## config.mk

```make
export PLATFORM = sky130hd
export DESIGN_NAME = ctlport_top
export DESIGN_NICKNAME = d
export VERILOG_FILES = /design/src/rtl/ctlport_pkg.sv /design/src/rtl/ctlport_sync.sv /design/src/rtl/ctlport_seq.sv /design/src/rtl/ctlport_regs.sv /design/src/rtl/ctlport_top.sv
export SDC_FILE = /design/constraint.sdc
export NUM_CORES = 1
export LEC_CHECK = 0
export BUFFER_PORTS_ARGS = -buffer_cell sky130_fd_sc_hd__buf_2
export CAP_MARGIN = 30
export CELL_PAD_IN_SITES_DETAIL_PLACEMENT = 0
export CELL_PAD_IN_SITES_GLOBAL_PLACEMENT = 2
export CORE_ASPECT_RATIO = 1.2
export CORE_MARGIN = 5
export CORE_UTILIZATION = 32
export CTS_BUF_LIST = sky130_fd_sc_hd__clkbuf_2 sky130_fd_sc_hd__clkbuf_4 sky130_fd_sc_hd__clkbuf_8
export DETAILED_ROUTE_END_ITERATION = 8
export PLACE_DENSITY = 0.89
export SLEW_MARGIN = 20
export SYNTH_ARGS = -nofsm -noshare
export SYNTH_HDL_FRONTEND = slang
export SYNTH_SLANG_ARGS = --single-unit
export TNS_END_PERCENT = 50
```

## constraint.sdc

```tcl
create_clock -name clk -period 2 [get_ports clk]
set_input_delay 0.2 -clock clk [delete_from_list [all_inputs] [get_ports clk]]
set_output_delay 0.2 -clock clk [all_outputs]
set_load 0.01 [all_outputs]
```

## src/rtl/ctlport_pkg.sv

```systemverilog
// Package: shared types for the two-phase indirect register port.
// Assumes: nothing beyond standard SystemVerilog.
package ctlport_pkg;

    // Phase of the transfer protocol: waiting for an instruction or for data.
    typedef enum logic {
        PH_WAIT_INSTR = 1'b0,
        PH_WAIT_DATA  = 1'b1
    } phase_t;

endpackage

```

## src/rtl/ctlport_sync.sv

```systemverilog
// Module: multi-flop synchronizer for a bundle of asynchronous bus lines.
// Assumes: each line is held stable long enough (several clocks) that
// per-bit skew across the bundle does not matter to the consumer.
module ctlport_sync #(
    parameter int unsigned W       = 4,
    parameter int unsigned STAGES  = 2,
    parameter logic [W-1:0] RST_VAL = '0
) (
    input  logic         clk,
    input  logic         rst_n,
    input  logic [W-1:0] async_i,
    output logic [W-1:0] sync_o
);

    logic [W-1:0] stage_q [STAGES];

    // Shift the sampled lines through the flop chain.
    always_ff @(posedge clk) begin
        if (!rst_n) begin
            for (int i = 0; i < STAGES; i++) stage_q[i] <= RST_VAL;
        end else begin
            stage_q[0] <= async_i;
            for (int i = 1; i < STAGES; i++) stage_q[i] <= stage_q[i-1];
        end
    end

    assign sync_o = stage_q[STAGES-1];

endmodule

```

## src/rtl/ctlport_seq.sv

```systemverilog
// Module: transfer sequencer. Finds the strobe edges and tracks the pending
// instruction. It issues a write pulse or a read-capture pulse for the
// data phase.
// Assumes: all inputs are already synchronized to clk. Instruction bit DW-1
// flags a read, and bits IDX_W-1:0 hold the register index.
module ctlport_seq
    import ctlport_pkg::*;
#(
    parameter int unsigned DW    = 8,
    parameter int unsigned IDX_W = 4
) (
    input  logic             clk,
    input  logic             rst_n,
    input  logic             en_act,
    input  logic             sel,
    input  logic             stb_low,
    input  logic [DW-1:0]    din,
    output logic             wr_pulse,
    output logic [IDX_W-1:0] reg_idx,
    output logic             rd_cap
);

    phase_t          phase_q;
    logic [DW-1:0]   instr_q;
    logic            stb_prev_q;
    logic            stb_rise;
    logic            stb_fall;
    logic            in_data;

    assign stb_rise = stb_prev_q && !stb_low;
    assign stb_fall = !stb_prev_q && stb_low;
    assign in_data  = (phase_q == PH_WAIT_DATA);

    // Track the strobe level and advance the protocol on each completed transfer.
    always_ff @(posedge clk) begin
        if (!rst_n) begin
            phase_q    <= PH_WAIT_INSTR;
            instr_q    <= '0;
            stb_prev_q <= 1'b0;
        end else begin
            stb_prev_q <= stb_low;
            if (stb_rise && en_act) begin
                if (!sel) begin
                    instr_q <= din;
                    phase_q <= PH_WAIT_DATA;
                end else if (in_data) begin
                    phase_q <= PH_WAIT_INSTR;
                end
            end
        end
    end

    // Decode the data-phase actions from the pending instruction.
    always_comb begin
        reg_idx  = instr_q[IDX_W-1:0];
        wr_pulse = stb_rise && en_act && sel && in_data && !instr_q[DW-1];
        rd_cap   = stb_fall && en_act && sel && in_data &&  instr_q[DW-1];
    end

    // an instruction transfer latches the byte and arms the data phase.
    assert_instr_latch_R2: assert property (@(posedge clk) disable iff (!rst_n)
        (stb_rise && en_act && !sel) |=> (phase_q == PH_WAIT_DATA && instr_q == $past(din)));

    // after any completed data-phase transfer the port waits for an instruction.
    assert_idle_after_data_R9: assert property (@(posedge clk) disable iff (!rst_n)
        (stb_rise && en_act && sel) |=> (phase_q == PH_WAIT_INSTR));

    // nothing in the protocol state moves while the enable is inactive.
    assert_ignored_when_off_R5: assert property (@(posedge clk) disable iff (!rst_n)
        !en_act |=> ($stable(instr_q) && $stable(phase_q)));

endmodule

```

## src/rtl/ctlport_regs.sv

```systemverilog
// Module: register file. Holds NUM_SETUP writable bytes and a read mux over
// those bytes and NUM_STAT status bytes, the status bytes placed at STAT_BASE.
// Assumes: STAT_BASE+NUM_STAT fits in IDX_W bits and does not overlap the
// setup range. Any other index reads zero.
module ctlport_regs #(
    parameter int unsigned DW        = 8,
    parameter int unsigned IDX_W     = 4,
    parameter int unsigned NUM_SETUP = 4,
    parameter int unsigned NUM_STAT  = 2,
    parameter int unsigned STAT_BASE = 8
) (
    input  logic                      clk,
    input  logic                      rst_n,
    input  logic                      wr_en,
    input  logic [IDX_W-1:0]          idx,
    input  logic [DW-1:0]             wr_data,
    input  logic [NUM_STAT*DW-1:0]    stat_i,
    output logic [NUM_SETUP*DW-1:0]   cfg_o,
    output logic [DW-1:0]             rd_data
);

    logic [DW-1:0] setup_q [NUM_SETUP];
    logic          idx_known;

    for (genvar g = 0; g < NUM_SETUP; g++) begin : g_setup
        // Store a byte when the write pulse names this register.
        always_ff @(posedge clk) begin
            if (!rst_n)                               setup_q[g] <= '0;
            else if (wr_en && idx == IDX_W'(g))       setup_q[g] <= wr_data;
        end

        assign cfg_o[g*DW +: DW] = setup_q[g];

        // a setup byte changes only in the cycle after a write pulse aimed at it.
        assert_write_only_by_pulse_R3: assert property (@(posedge clk) disable iff (!rst_n)
            !$stable(setup_q[g]) |-> ($past(wr_en) && $past(idx) == IDX_W'(g)));
    end

    // Select the read value by index; undefined indices yield zero.
    always_comb begin
        rd_data   = '0;
        idx_known = 1'b0;
        for (int i = 0; i < NUM_SETUP; i++) begin
            if (idx == IDX_W'(i)) begin
                rd_data   = setup_q[i];
                idx_known = 1'b1;
            end
        end
        for (int i = 0; i < NUM_STAT; i++) begin
            if (idx == IDX_W'(STAT_BASE + i)) begin
                rd_data   = stat_i[i*DW +: DW];
                idx_known = 1'b1;
            end
        end
    end

    // an index outside both ranges must read as zero.
    always_comb begin
        if (rst_n && !idx_known) begin
            assert_undef_reads_zero_R8: assert (rd_data == '0);
        end
    end

endmodule

```

## src/rtl/ctlport_top.sv

```systemverilog
// Module: two-phase indirect register port top. Synchronizes the bus lines,
// sequences instruction/data transfers and owns the bus output driver.
// Assumes: the pad ring builds the tristate buffer from bus_d_o/bus_d_oe, and
// the host keeps each bus level stable for several system clocks.
module ctlport_top #(
    parameter int unsigned DW          = 8,
    parameter int unsigned IDX_W       = 4,
    parameter int unsigned NUM_SETUP   = 4,
    parameter int unsigned NUM_STAT    = 2,
    parameter int unsigned STAT_BASE   = 8,
    parameter int unsigned SYNC_STAGES = 2
) (
    input  logic                    clk,
    input  logic                    rst_n,
    input  logic                    bus_en_n,
    input  logic                    bus_sel,
    input  logic                    bus_stb_n,
    input  logic [DW-1:0]           bus_d_i,
    output logic [DW-1:0]           bus_d_o,
    output logic                    bus_d_oe,
    input  logic [NUM_STAT*DW-1:0]  stat_i,
    output logic [NUM_SETUP*DW-1:0] cfg_o
);

    localparam int unsigned SW = DW + 3;

    logic [SW-1:0]    sync_s;
    logic             en_act;
    logic             sel_s;
    logic             stb_low;
    logic [DW-1:0]    din_s;
    logic             wr_pulse;
    logic             rd_cap;
    logic [IDX_W-1:0] reg_idx;
    logic [DW-1:0]    rd_data;
    logic             oe_q;
    logic [DW-1:0]    dout_q;

    ctlport_sync #(
        .W       (SW),
        .STAGES  (SYNC_STAGES),
        .RST_VAL ({1'b1, 1'b0, 1'b1, {DW{1'b0}}})
    ) u_sync (
        .clk     (clk),
        .rst_n   (rst_n),
        .async_i ({bus_en_n, bus_sel, bus_stb_n, bus_d_i}),
        .sync_o  (sync_s)
    );

    assign en_act  = !sync_s[SW-1];
    assign sel_s   =  sync_s[SW-2];
    assign stb_low = !sync_s[SW-3];
    assign din_s   =  sync_s[DW-1:0];

    ctlport_seq #(
        .DW    (DW),
        .IDX_W (IDX_W)
    ) u_seq (
        .clk      (clk),
        .rst_n    (rst_n),
        .en_act   (en_act),
        .sel      (sel_s),
        .stb_low  (stb_low),
        .din      (din_s),
        .wr_pulse (wr_pulse),
        .reg_idx  (reg_idx),
        .rd_cap   (rd_cap)
    );

    ctlport_regs #(
        .DW        (DW),
        .IDX_W     (IDX_W),
        .NUM_SETUP (NUM_SETUP),
        .NUM_STAT  (NUM_STAT),
        .STAT_BASE (STAT_BASE)
    ) u_regs (
        .clk     (clk),
        .rst_n   (rst_n),
        .wr_en   (wr_pulse),
        .idx     (reg_idx),
        .wr_data (din_s),
        .stat_i  (stat_i),
        .cfg_o   (cfg_o),
        .rd_data (rd_data)
    );

    // Own the bus drive: capture on a read strobe, release on disable or instruction strobe.
    always_ff @(posedge clk) begin
        if (!rst_n) begin
            oe_q   <= 1'b0;
            dout_q <= '0;
        end else if (!en_act) begin
            oe_q   <= 1'b0;
        end else if (stb_low && !sel_s) begin
            oe_q   <= 1'b0;
        end else if (rd_cap) begin
            oe_q   <= 1'b1;
            dout_q <= rd_data;
        end
    end

    assign bus_d_oe = oe_q;
    assign bus_d_o  = dout_q;

    // an inactive enable always turns the driver off by the next clock.
    assert_oe_off_when_disabled_R10: assert property (@(posedge clk) disable iff (!rst_n)
        !en_act |=> !bus_d_oe);

    // the driver only switches on in response to a read capture.
    assert_oe_rise_needs_read_R4: assert property (@(posedge clk) disable iff (!rst_n)
        $rose(bus_d_oe) |-> $past(rd_cap));

endmodule

```

==> flow_summary.yaml <==
outcome:
  status: "complete, no violations"
route:
  dr.first_iter.drc_count: 112
  wl_per_cell_um: 15.0
  postRouteWirelength_um: 6940
  vias_per_cell: 4.57
  first_pass_iters: 4
  vias: 2110
  drc: 0
  ant_nets: 0
job:
  cap_violations: 0
synthesis:
  synth_area_mm2: 0.00288
  ys_warn_count: 0
  yosysSeqAreaShare: 0.597
  synth_top_cell_by_area: "edfxtp_1"
  synth_top_area_frac: 0.333
  synth_nets: 277
  yosys-top-cells-area: "edfxtp_1 (33%), dfxtp_1 (26%), and2_1 (12%), nand2b_1 (3.3%), a21oi_1 (2.8%)"
  async_flop_share: 0
  yosysUniqueCellTypes: 33
  synth_common_cells: "and2_1 (54), dfxtp_1 (38), edfxtp_1 (32)"
  synthFlopType: "dfxtp_1"
  yosysMostFrequentCell: "and2_1"
  ys_ff_latch: 70
  synth_cells: 248
  synth.avg_cell_area_um2: 11.6
  synth-edff-count: 32
layout:
  fin_cells: 462
  drive_gt1_frac: 0.357
  utilization: 0.416
  final_nets: 366
  num_antenna_cells: 0
  areaGrowthSynthToFinish_pct: 29.0
  final_area_mm2: 0.00372
timing:
  slew_viol_final: 0
  fin_ws_ns: 0.100
  hold_viol_final: 0
  fin_crit_ns: 1.90
  maxSlewHeadroom: 0.741
  worstMarginPinSlew_ns: 0.388
  clock_skew_ns: 0.00901
  fin_setup_tns_ns: 0
  timing.fmax_ghz: 0.526
  rsz0062_at_grt: "yes"
  setup_viol: 0
  period_share: 0.950
clock_network:
  numCtsBuffers: 9
  clk_latency_ns: 0.34
  clockRootBuffer: "clkbuf_8"
  clk_pin_slew_ns: 0.08
  clkSinkCount: 70
  cts_buffer_depth: 2
  cts_tree: "yes"
  post-cts-setup-buffers: 0
  htree_levels: 3
grt:
  grt_first_pass_wirelength_um: 11200
  grt_overflow: 0
  top_usage_layer: "met2"
  grt_start_max_net_pins: 28
  grt_pass1_vias: 2137
  grt_use_met2: 0.208
  antenna_found_initial: 0
  grtUsageMet3: 0.0398
  grt_usage: 0.130
  use_met1: 0.162
setup_path:
  crit_chain: "nand3b_1 > or4_4 > nor3_2 > buf_4 > and2_1"
  cp-start-kind: "register"
  cp_slowest_cell: "or4_4"
  critPathTopFamily: "simple AND/OR/NAND/NOR gates"
  critPathMaxFanout: 9
  end_kind: "register"
  crit_buf_inv: 1
  critPathRequiredTime_ns: 2.21
  worstPathArrival_ns: 2.11
  cp_slowest_stage_delay_ns: 0.61
  path_class: "register to register"
placement:
  dp_hpwl_um: 5290
  place_area_mm2: 0.00350
  portBuffers: 69
  dp_cells: 446
  place.gp.congestion: 0.832
  pre_cts_slack_ns: -0.00299
die:
  coreArea_mm2: 0.00894
  dieArea_mm2: 0.0110
  num_rows: 38
  die_h_um: 114
  fp.dieW_um: 96.6
  start_util: 0.323
  io_pins: 70
power:
  p_clk_frac: 0.404
  pwr-share-seq: 0.548
  swShare: 0.230
  vdd_drop_max_v: 0.000403
  p_switching_uw: 656
  pwr-share-comb: 0.047
  p_int_mw: 2.19
  power_density_mw_per_mm2: 766
  p_leak_nw: 1.48
hold_path:
  hold_class: "input port to register"
## per-layer routing
layer	share of wire	wire, um
met1	0.46	3200
met2	0.45	3130
met3	0.059	413
met4	0.028	197
met5	0	0
## per-stage QoR
step / total power, mW / hold WS (ns)
after floorplan: 1.65 / 0.273
after global placement: 1.73 / 0.382
after detailed placement: 1.73 / 0.389
after CTS: 2.89 / 0.0178
after global routing: 2.96 / 0.0309
final: 2.85 / 0.0371
## final cells by class
| type | instances | area [um2] |
|---|---|---|
| clock inverters | 7 | 82.6 |
| inverters | 2 | 7.51 |
| flip-flops and latches | 70 | 1720 |
| well taps | 120 | 150 |
| clock buffers | 9 | 124 |
| repair buffers | 88 | 500 |
| multi-input cells | 166 | 1130 |
| fillers | 909 | 5220 |
## worst paths after layout
path / start / to / slack (ns) / cells past startpoint
setup / recovery: u_sync.stage_q[0][19]$_SDFF_PN1_ / u_regs.setup_q[0][7]$_SDFFCE_PN0P_ / 0.10 / 5
hold / removal: bus_en_n / u_sync.stage_q[0][10]$_SDFF_PN1_ / 0.04 / 2
setup reg to reg: u_sync.stage_q[0][19]$_SDFF_PN1_ / u_regs.setup_q[0][7]$_SDFFCE_PN0P_ / 0.10 / 5
hold reg to reg: u_sync.stage_q[0][10]$_SDFF_PN1_ / u_sync.stage_q[0][21]$_SDFF_PN1_ / 0.42 / 1
## logic make-up after synthesis
logic type | after synthesis | share of synthesized area
AOI/OAI and AO/OA | 41 | 0.0864
DFF | 70 | 0.597
and+or+nand+nor | 109 | 0.229
buffers and inverters | 12 | 0.0165
muxes | 16 | 0.0707
## timing repair
item,in CTS,in global routing
hold buffers,0,0
setup endpoints to repair,16,45
gates resized for setup,2,3
pin swaps,0,1
## flip-flops by register name (all words and copies together), names as in the netlist
signal	flops
bus_d_o	8
bus_d_oe	1
u_regs.setup_q	32
u_seq.in_data	1
u_seq.instr_q	5
u_seq.stb_prev_q	1
u_sync.stage_q	22
## power groups by stage
stage / registers [mW] / logic (mW) / clock network [mW]
after CTS: 1.56 / 0.136 / 1.19
after detailed placement: 1.60 / 0.135 / 0
final: 1.56 / 0.135 / 1.15
after global placement: 1.60 / 0.134 / 0
after floorplan: 1.60 / 0.0473 / 0
after global routing: 1.57 / 0.149 / 1.25
## cell usage in the layout, fill, tap and decap left out, types with 3 or more instances in the layout
cell       n
a211oi_1   4
a21oi_1   16
a311oi_1   3
and2_1    54
buf_2     69
buf_4     18
clkbuf_8   9
dfxtp_1   38
edfxtp_1  32
mux2_2     5
mux2i_1    8
mux4_2     3
nand2_1   11
nand2b_1  15
nor2_1     8
nor3_1     4
o21ai_0   11
o32ai_1    4
Note: power is estimated with default switching activity, not from simulation.
